<file path="src/rtl/sio_pkg.sv">
package sio_pkg;

    // Register map of the port; the decode in sio_regs depends on these codes.
    typedef enum logic [1:0] {
        SIO_REG_CTRL = 2'd0,
        SIO_REG_STAT = 2'd1,
        SIO_REG_DATA = 2'd2,
        SIO_REG_DIV  = 2'd3
    } sio_reg_e;

    // Control register fields.
    typedef struct packed {
        logic lsb_first;
        logic enable;
    } sio_ctrl_t;

    localparam int unsigned CTRL_EN_BIT  = 0;
    localparam int unsigned CTRL_LSB_BIT = 1;

    // One-cycle events from the serial clock generator.
    typedef struct packed {
        logic rise;
        logic fall;
    } sio_edge_t;

    // Bit of the shift path that sits at the pad end for the chosen order.
    function automatic int unsigned head_index(input logic lsb_first, input int unsigned width);
        return lsb_first ? 0 : width - 1;
    endfunction

endpackage

</file>
<file path="src/rtl/sio_clkgen.sv">
module sio_clkgen #(
    parameter int unsigned DIV_W = 7
) (
    input  logic                clk,
    input  logic                rst,
    input  logic                start,
    input  logic                run,
    input  logic [DIV_W-1:0]    half_m1,
    output logic                sclk_q,
    output sio_pkg::sio_edge_t  edge_o
);
    logic [DIV_W-1:0] cnt_q;
    logic             tick;

    assign tick        = run && (cnt_q == half_m1);
    assign edge_o.rise = tick && !sclk_q;
    assign edge_o.fall = tick && sclk_q;

    always_ff @(posedge clk) begin
        if (rst) begin
            sclk_q <= 1'b0;
            cnt_q  <= '0;
        end else if (start) begin
            // Lead-in rising edge comes straight from the start write.
            sclk_q <= 1'b1;
            cnt_q  <= '0;
        end else if (!run) begin
            sclk_q <= 1'b0;
            cnt_q  <= '0;
        end else if (tick) begin
            sclk_q <= ~sclk_q;
            cnt_q  <= '0;
        end else begin
            cnt_q  <= cnt_q + DIV_W'(1);
        end
    end
endmodule

</file>
<file path="src/rtl/sio_shifter.sv">
module sio_shifter #(
    parameter int unsigned DATA_W = 8
) (
    input  logic                clk,
    input  logic                rst,
    input  logic                enable,
    input  logic                lsb_first,
    input  logic                start,
    input  logic [DATA_W-1:0]   load_data,
    input  sio_pkg::sio_edge_t  edge_i,
    input  logic                si,
    input  logic                preset,
    output logic                so,
    output logic [DATA_W-1:0]   rx_data,
    output logic                sample_last,
    output logic                xfer_end
);
    localparam int unsigned     CNT_W = $clog2(DATA_W + 1);
    localparam logic [CNT_W-1:0] NBITS = CNT_W'(DATA_W);
    localparam logic [CNT_W-1:0] LAST  = CNT_W'(DATA_W - 1);

    logic [DATA_W-1:0] sr_q, sr_fall, sr_rise, rx_q;
    logic [CNT_W-1:0]  nfall_q, nrise_q;
    logic              so_q, head_bit;

    assign head_bit = sr_q[sio_pkg::head_index(lsb_first, DATA_W)];

    // Falling edge vacates the pad end; rising edge fills the far end.
    always_comb begin
        sr_rise = sr_q;
        if (lsb_first) begin
            sr_fall              = {1'b0, sr_q[DATA_W-1:1]};
            sr_rise[DATA_W-1]    = si;
        end else begin
            sr_fall              = {sr_q[DATA_W-2:0], 1'b0};
            sr_rise[0]           = si;
        end
    end

    assign sample_last = edge_i.rise && (nrise_q == LAST);
    assign xfer_end    = edge_i.fall && (nfall_q == NBITS);

    always_ff @(posedge clk) begin
        if (rst) begin
            sr_q    <= '0;
            rx_q    <= '0;
            so_q    <= 1'b0;
            nfall_q <= '0;
            nrise_q <= '0;
        end else if (!enable) begin
            so_q    <= preset;
            nfall_q <= '0;
            nrise_q <= '0;
        end else if (start) begin
            sr_q    <= load_data;
            nfall_q <= '0;
            nrise_q <= '0;
        end else begin
            if (edge_i.fall) begin
                so_q <= head_bit;
                if (nfall_q != NBITS) begin
                    sr_q    <= sr_fall;
                    nfall_q <= nfall_q + CNT_W'(1);
                end
            end
            if (edge_i.rise) begin
                sr_q    <= sr_rise;
                nrise_q <= nrise_q + CNT_W'(1);
                if (nrise_q == LAST) begin
                    rx_q <= sr_rise;
                end
            end
        end
    end

    assign so      = so_q;
    assign rx_data = rx_q;
endmodule

</file>
<file path="src/rtl/sio_regs.sv">
module sio_regs #(
    parameter int unsigned DATA_W = 8,
    parameter int unsigned DIV_W  = 7
) (
    input  logic                clk,
    input  logic                rst,
    input  logic                bus_wr,
    input  logic                bus_rd,
    input  logic [1:0]          bus_addr,
    input  logic [DIV_W-1:0]    cfg_wdata,
    output logic [DATA_W-1:0]   bus_rdata,
    input  logic [DATA_W-1:0]   rx_data,
    input  logic                sample_last,
    input  logic                xfer_end,
    output sio_pkg::sio_ctrl_t  ctrl,
    output logic [DIV_W-1:0]    half_m1,
    output logic                busy,
    output logic                start,
    output logic                done,
    output logic                wcol
);
    import sio_pkg::*;

    sio_reg_e         addr;
    sio_ctrl_t        ctrl_q;
    logic [DIV_W-1:0] div_q;
    logic             busy_q, done_q, wcol_q, seen_q;
    logic             wr_ctrl, wr_div, wr_data, rd_stat, data_acc;
    logic             collide, abort, flag_clr;

    assign addr     = sio_reg_e'(bus_addr);
    assign wr_ctrl  = bus_wr && (addr == SIO_REG_CTRL);
    assign wr_div   = bus_wr && (addr == SIO_REG_DIV);
    assign wr_data  = bus_wr && (addr == SIO_REG_DATA);
    assign rd_stat  = bus_rd && (addr == SIO_REG_STAT);
    assign data_acc = (bus_wr || bus_rd) && (addr == SIO_REG_DATA);

    assign start    = wr_data && ctrl_q.enable && !busy_q;
    assign collide  = wr_data && busy_q;
    assign abort    = wr_ctrl && !cfg_wdata[CTRL_EN_BIT] && busy_q;
    assign flag_clr = data_acc && seen_q;

    always_ff @(posedge clk) begin
        if (rst) begin
            ctrl_q <= '0;
            div_q  <= '0;
            busy_q <= 1'b0;
            done_q <= 1'b0;
            wcol_q <= 1'b0;
            seen_q <= 1'b0;
        end else begin
            if (wr_ctrl) begin
                ctrl_q.enable    <= cfg_wdata[CTRL_EN_BIT];
                ctrl_q.lsb_first <= cfg_wdata[CTRL_LSB_BIT];
            end
            if (wr_div) begin
                div_q <= cfg_wdata;
            end

            if (wr_ctrl && !cfg_wdata[CTRL_EN_BIT]) busy_q <= 1'b0;
            else if (start)                         busy_q <= 1'b1;
            else if (xfer_end)                      busy_q <= 1'b0;

            if (abort)            done_q <= 1'b0;
            else if (sample_last) done_q <= 1'b1;
            else if (flag_clr)    done_q <= 1'b0;

            if (collide)          wcol_q <= 1'b1;
            else if (flag_clr)    wcol_q <= 1'b0;

            if (data_acc)                         seen_q <= 1'b0;
            else if (rd_stat && (done_q || wcol_q)) seen_q <= 1'b1;
        end
    end

    always_comb begin
        bus_rdata = '0;
        unique case (addr)
            SIO_REG_CTRL: begin
                bus_rdata[CTRL_EN_BIT]  = ctrl_q.enable;
                bus_rdata[CTRL_LSB_BIT] = ctrl_q.lsb_first;
            end
            SIO_REG_STAT: begin
                bus_rdata[DATA_W-1] = done_q;
                bus_rdata[DATA_W-2] = wcol_q;
            end
            SIO_REG_DATA: bus_rdata = rx_data;
            SIO_REG_DIV:  bus_rdata[DIV_W-1:0] = div_q;
            default:      bus_rdata = '0;
        endcase
    end

    assign ctrl    = ctrl_q;
    assign half_m1 = div_q;
    assign busy    = busy_q;
    assign done    = done_q;
    assign wcol    = wcol_q;
endmodule

</file>
<file path="src/rtl/sio_port.sv">
module sio_port #(
    parameter int unsigned DATA_W = 8,
    parameter int unsigned DIV_W  = 7   // must not exceed DATA_W
) (
    input  logic              clk,
    input  logic              rst,
    input  logic              bus_wr,
    input  logic              bus_rd,
    input  logic [1:0]        bus_addr,
    input  logic [DATA_W-1:0] bus_wdata,
    output logic [DATA_W-1:0] bus_rdata,
    input  logic              port_so_val,
    input  logic              port_so_oe,
    input  logic              port_si_oe,
    input  logic              pad_si,
    output logic              pad_so,
    output logic              pad_so_oe,
    output logic              pad_si_oe,
    output logic              pad_sclk
);
    import sio_pkg::*;

    sio_ctrl_t         ctrl_s;
    sio_edge_t         edge_s;
    logic [DIV_W-1:0]  half_m1_s;
    logic [DATA_W-1:0] rx_s;
    logic              busy_s, start_s, done_s, wcol_s;
    logic              sclk_q_s, so_s, sample_last_s, xfer_end_s, en_s;

    assign en_s = ctrl_s.enable;

    sio_regs #(.DATA_W(DATA_W), .DIV_W(DIV_W)) u_regs (
        .clk         (clk),
        .rst         (rst),
        .bus_wr      (bus_wr),
        .bus_rd      (bus_rd),
        .bus_addr    (bus_addr),
        .cfg_wdata   (bus_wdata[DIV_W-1:0]),
        .bus_rdata   (bus_rdata),
        .rx_data     (rx_s),
        .sample_last (sample_last_s),
        .xfer_end    (xfer_end_s),
        .ctrl        (ctrl_s),
        .half_m1     (half_m1_s),
        .busy        (busy_s),
        .start       (start_s),
        .done        (done_s),
        .wcol        (wcol_s)
    );

    sio_clkgen #(.DIV_W(DIV_W)) u_clk (
        .clk     (clk),
        .rst     (rst),
        .start   (start_s),
        .run     (busy_s),
        .half_m1 (half_m1_s),
        .sclk_q  (sclk_q_s),
        .edge_o  (edge_s)
    );

    sio_shifter #(.DATA_W(DATA_W)) u_shift (
        .clk         (clk),
        .rst         (rst),
        .enable      (en_s),
        .lsb_first   (ctrl_s.lsb_first),
        .start       (start_s),
        .load_data   (bus_wdata),
        .edge_i      (edge_s),
        .si          (pad_si),
        .preset      (port_so_val),
        .so          (so_s),
        .rx_data     (rx_s),
        .sample_last (sample_last_s),
        .xfer_end    (xfer_end_s)
    );

    // Pad takeover while the port is enabled.
    assign pad_so    = en_s ? so_s : port_so_val;
    assign pad_so_oe = en_s ? 1'b1 : port_so_oe;
    assign pad_si_oe = en_s ? 1'b0 : port_si_oe;
    assign pad_sclk  = sclk_q_s && busy_s;
endmodule

</file>
<file path="config.mk">
export PLATFORM = sky130hd
export DESIGN_NAME = sio_port
export DESIGN_NICKNAME = d
export VERILOG_FILES = /design/src/rtl/sio_pkg.sv /design/src/rtl/sio_clkgen.sv /design/src/rtl/sio_shifter.sv /design/src/rtl/sio_regs.sv /design/src/rtl/sio_port.sv
export SDC_FILE = /design/constraint.sdc
export NUM_CORES = 1
export LEC_CHECK = 0
export BUFFER_PORTS_ARGS = -buffer_cell sky130_fd_sc_hd__buf_2
export CELL_PAD_IN_SITES_DETAIL_PLACEMENT = 0
export CELL_PAD_IN_SITES_GLOBAL_PLACEMENT = 1
export CORE_UTILIZATION = 47
export CTS_CLUSTER_SIZE = 20
export DETAILED_ROUTE_END_ITERATION = 10
export PLACE_DENSITY = 0.83
export SYNTH_ARGS = -nofsm -noshare
export SYNTH_HDL_FRONTEND = slang
export SYNTH_HIERARCHICAL = 1
export SYNTH_SLANG_ARGS = --single-unit
</file>
<file path="constraint.sdc">
create_clock -name clk -period 3.95 [get_ports clk]
set_clock_uncertainty 0.2 [all_clocks]
set_input_delay 0 -clock clk [delete_from_list [all_inputs] [get_ports clk]]
set_output_delay 0 -clock clk [all_outputs]
set_load 0.01 [all_outputs]
</file>
# Yosys cells after proc, flatten, opt, wreduce, memory -nomap -nowiden
# Cells that the tools add are included.
# Widths: inputs -> output; s select.
# totals
word_cells,103
output_inout_bits,12
inputBits,18
ff_bits,46
# op_classes
add_sub_neg,3
bitwise,4
eq_ne,11
mux,28
n_reduce_logical,41
order_cmp,1
# ops
cell,count
$mux 8,5
$lt 32x4->1 const B,1
$logic_and 1x1->1,18
$mux 1,17
$reduce_bool 2->1,5
$add 4x1->4 const B,2
$pmux 4 s2,1
$reduce_and 4->1,2
$add 7x1->7 const B,1
$eq 7x7->1,1
$pmux 2 s3,1
$reduce_bool 3->1,2
$reduce_or 2->1,3
$eq 2x2->1 const B,2
$eq 4x3->1 const B,1
$eq 4x4->1 const B,1
$ne 2x2->1 const B,2
$ne 4x4->1 const B,1
$not 1->1,4
$reduce_and 2->1,2
$reduce_or 4->1,1
$bmux 1 s3,1
$logic_not 1->1,3
$mux 3,1
9 further kinds,10

# Depth between registers and ports, before layout
# depth
word_depth,6
depth_mapped,9
depth_no_buf,8

# Modules after synthesis
# The synthesis kept the hierarchy.
# by_module_without_submodules
module,area_per_inst_um2,seq_area_each_um2,instances,cells_each
sio_shifter,1237.4,500.5,1,133
sio_regs,680.7,260.2,1,79
sio_clkgen,426.7,160.2,1,47
sio_port,36.3,0.0,1,4

# Worst setup path after synthesis
# No wires, ideal clock.
# synth_path
kind,reg-to-reg
from,register u_clk.cnt_q[2]
to,register u_shift.sr_q[0]
slack_ns,1.835
required_ns,3.621
synth_period_minus_slack_ns,2.115
setup_time_ns,0.129
path_stages_with_launch,10
n_path_buf,1
arrival_time_ns,1.785
path_cell_list,dfxtp_1 > xnor2_1 > nand4_2 > nor2_1 > and3b_1 > buf_4 > o21ai_0 > o21a_1 > a2111oi_2 > nor3_1
# synth_rtl
item,line,source
from (decl),sio_clkgen.sv:12,logic [DIV_W-1:0] cnt_q;
from (signal assigned),sio_clkgen.sv:34,cnt_q <= cnt_q + DIV_W'(1);
to (signal assigned),sio_shifter.sv:55,sr_q <= load_data;
to (signal assigned),sio_shifter.sv:62,sr_q <= sr_fall;
to (signal assigned),sio_shifter.sv:67,sr_q <= sr_rise;
to (decl),sio_shifter.sv:22,"logic [DATA_W-1:0] sr_q, sr_fall, sr_rise, rx_q;"

==> flow_summary.ini <==
[status]
outcome = finished, final reports clean

[setup_path]
cp_max_fo = 12
cp.required_ps = 3920
cp-start-kind = register
arrival_ps = 2800
worst-setup-path-type = register to register
end_kind = register

[global_route]
grt_pass1_vias = 1852
globalRouteOverflowTotal = 0
grt_usage_pct = 22.5
grt_pass1_wl_um = 9030
antenna_found_initial = 0
grt_max_degree = 36

[power]
intPower_mw = 0.702
peakVddDrop_uv = 290
switching_share_pct = 21.9
power_switching_mw = 0.197
power_frac_seq_pct = 52.8
clockPowerShare_pct = 39.5
cellPowerDensity_nw_per_um2 = 317
pwr-share-comb_pct = 7.8
p_leak_nw = 1.05

[layout]
nets = 333
layout-drive-gt1-share_pct = 18.3
antenna_cells = 0
area_delta_synth_final_pct = 19.0

[yosys]
synth_top_family_by_area = simple AND/OR/NAND/NOR gates
synthAdderAreaFrac_pct = 4.73
netlist_area_um2 = 2380
synth.avg_cell_area_um2 = 9.05
yosysSeqAreaShare_pct = 38.7
synth_top_area_share_pct = 38.7
synthMuxAreaShare_pct = 7.67
netlist_instances = 263
synthesis.nets = 290
yosysUniqueCellTypes = 51
synth-xor-area-share_pct = 6.62
yosysTopAreaCell = dfxtp_1
synth-seq-cells = 46
synth-edff-count = 0
yosys.area_share.simple_pct = 23.0
synth.area.top_cells = dfxtp_1 39%, nor2_1 6.1%, ha_1 4.7%, mux2i_1 4.2%, xnor2_1 4.0%
synth_top_flop_cell = dfxtp_1
synth_warnings = 6
synth_compound_area_share_pct = 15.3
async_reset_ff_share_pct = 0

[clock_network]
max-clock-path-buffers = 2
numCtsBuffers = 5
clock_sinks = 46
clk_latency_ps = 290
post_cts_buffers = 0
post_cts_resized = 0
cts_tree = yes
hold_buffers = 17
cts-root-buf = clkbuf_8
cts-htree-levels = 2
path_clk_slew_ps = 90

[detailed_routing]
finalWirelength_um = 5500
route.vias.total = 1997
drt-initial-drc-count = 166
post_drt_via_cell_ratio = 5.35
routedWlPerCell_um = 14.7
drc = 0
firstDrtPassIters = 4
final_antenna_net_count = 0

[timing]
slew_headroom_pct = 56.7
setup_ws_ps = 1120
finalCritPeriodShare_pct = 71.7
finalSetupViolations = 0
max_freq_ghz = 0.353
setup_tns_ps = 0
worst_pin_slew_ps = 650
period_needed_ps = 2830
slew_viol_final = 0
hold_violations = 0
rsz0062_at_grt = false

[placed_design]
place.detailed.hpwl_um = 3750
gp_congestion = 0.796
numPortBuffers = 29
dp_slack_ps = 1140

[floorplanning]
io_pins = 30
initial_utilization_pct = 49.8
fp-row-count = 25
core_region_area_um2 = 4790
die_h_um = 73.2
die_w_um = 73.2
die_area_um2 = 5350

[run]
maxCapViolCount = 0

[min_path]
hp-class = input pin to register
-- cells by family after synthesis --
kind of cell,Yosys count
AOI/OAI and AO/OA,46
xor gates and xnor gates,18
muxes,17
buffers and inverters,18
and+or+nand+nor,109
DFF,46
adders and majority gates,9
-- state kept, by name, summed over array words and instances (netlist names) --
signal and cells:
u_clk/cnt_q 7, u_regs/done 1, u_regs/ctrl 2, u_shift/nfall_q 4, u_regs/wcol 1, u_clk/sclk_q 1, u_shift/sr_q 8, u_regs/half_m1 7
u_shift/nrise_q 4, u_shift/so 1, u_shift/rx_data 8, u_regs/busy 1, u_regs/seen_q 1
-- per-stage QoR --
stage | hold WS, ps | area (µm²) | cells | power [mW] | utilization (%)
after global placement | 61.9 | 2550 | 349 | 0.543 | 53.3
after global routing | 46.2 | 2830 | 373 | 0.934 | 59.2
after detailed placement | 65.0 | 2550 | 349 | 0.543 | 53.3
after floorplan | -135 | 2380 | 263 | 0.520 | -
final | 18.6 | 2830 | 373 | 0.899 | 59.2
after CTS | 26.2 | 2830 | 373 | 0.907 | 59.2
-- critical path: stages (launching register included) --
cell and delay, ps:
dfxtp_1 460, xnor2_1 150, nand3_1 190, nor2_1 160, and3b_1 480, and4b_1 280, and3b_1 470, mux2i_1 270
nor2_1 50
-- Yosys cell counts (2+ instances only) --
master	count
xnor2_1	11
nand3_1	13
a222oi_1	3
buf_2	3
o21ai_0	4
mux2i_1	10
xor2_1	7
mux2_2	6
nand2b_1	3
a21oi_1	14
a2111oi_2	2
and3_2	2
nor2b_1	2
a221oi_1	6
inv_1	7
and2_1	2
a22o_1	4
dfxtp_1	46
a211oi_1	2
and4b_1	2
nand4_1	2
or3b_1	2
nor3_1	11
buf_4	4
clkbuf_1	3
nand2_1	20
and3b_1	2
ha_1	9
nor2_1	39
-- cells in the final DEF, fill, tap and decap left out, types with 4 or more instances in the layout --
cell type      instances
a21oi_1               14
nor2_1                39
nand2_1               20
inv_1                  7
nand3_1               13
xnor2_1               11
mux2i_1               10
o21ai_0                4
buf_2                 29
mux2_2                 6
a221oi_1               6
dlygate4sd3_1         17
ha_1                   9
a22o_1                 4
dfxtp_1               46
xor2_1                 7
clkbuf_8               6
nor3_1                11
-- power by group through the flow --
stage	Sequential [mW]	Combinational, mW	Clock, mW
after global placement	0.485	0.0580	0
after CTS	0.474	0.0694	0.363
after global routing	0.476	0.0763	0.382
final	0.474	0.0698	0.355
after floorplan	0.482	0.0379	0
after detailed placement	0.485	0.0580	0
-- cell type report --
cell class,instances,area [µm²]
inverter,7,26.3
fill,443,1950
sequential,46,921
clock buffer,6,82.6
timing repair buffer,47,323
multi-input combinational,199,1370
clock inverter,1,30.0
tap,67,83.8
-- final timing paths --
kind / startpoint / endpoint / slack [ps] / cells after the start
max reg2reg: u_clk/cnt_q[0]$_SDFF_PP0_ / u_shift/rx_data[4]$_SDFFE_PP0P_ / 1120 / 8
max: u_clk/cnt_q[0]$_SDFF_PP0_ / u_shift/rx_data[4]$_SDFFE_PP0P_ / 1120 / 8
min: rst / u_shift/rx_data[3]$_SDFFE_PP0P_ / 20 / 2
min reg2reg: u_regs/seen_q$_SDFFE_PP0P_ / u_regs/seen_q$_SDFFE_PP0P_ / 280 / 2
-- per-layer routing --
metal	wire length, µm	vias up	GRT usage (%)
met1	2670	938	31.1
met4	38	0	5.88
met3	191	4	4.14
met5	0	-	0
met2	2600	35	35.9
li1	-	1020	-
Power figures use the tool's default switching activity.
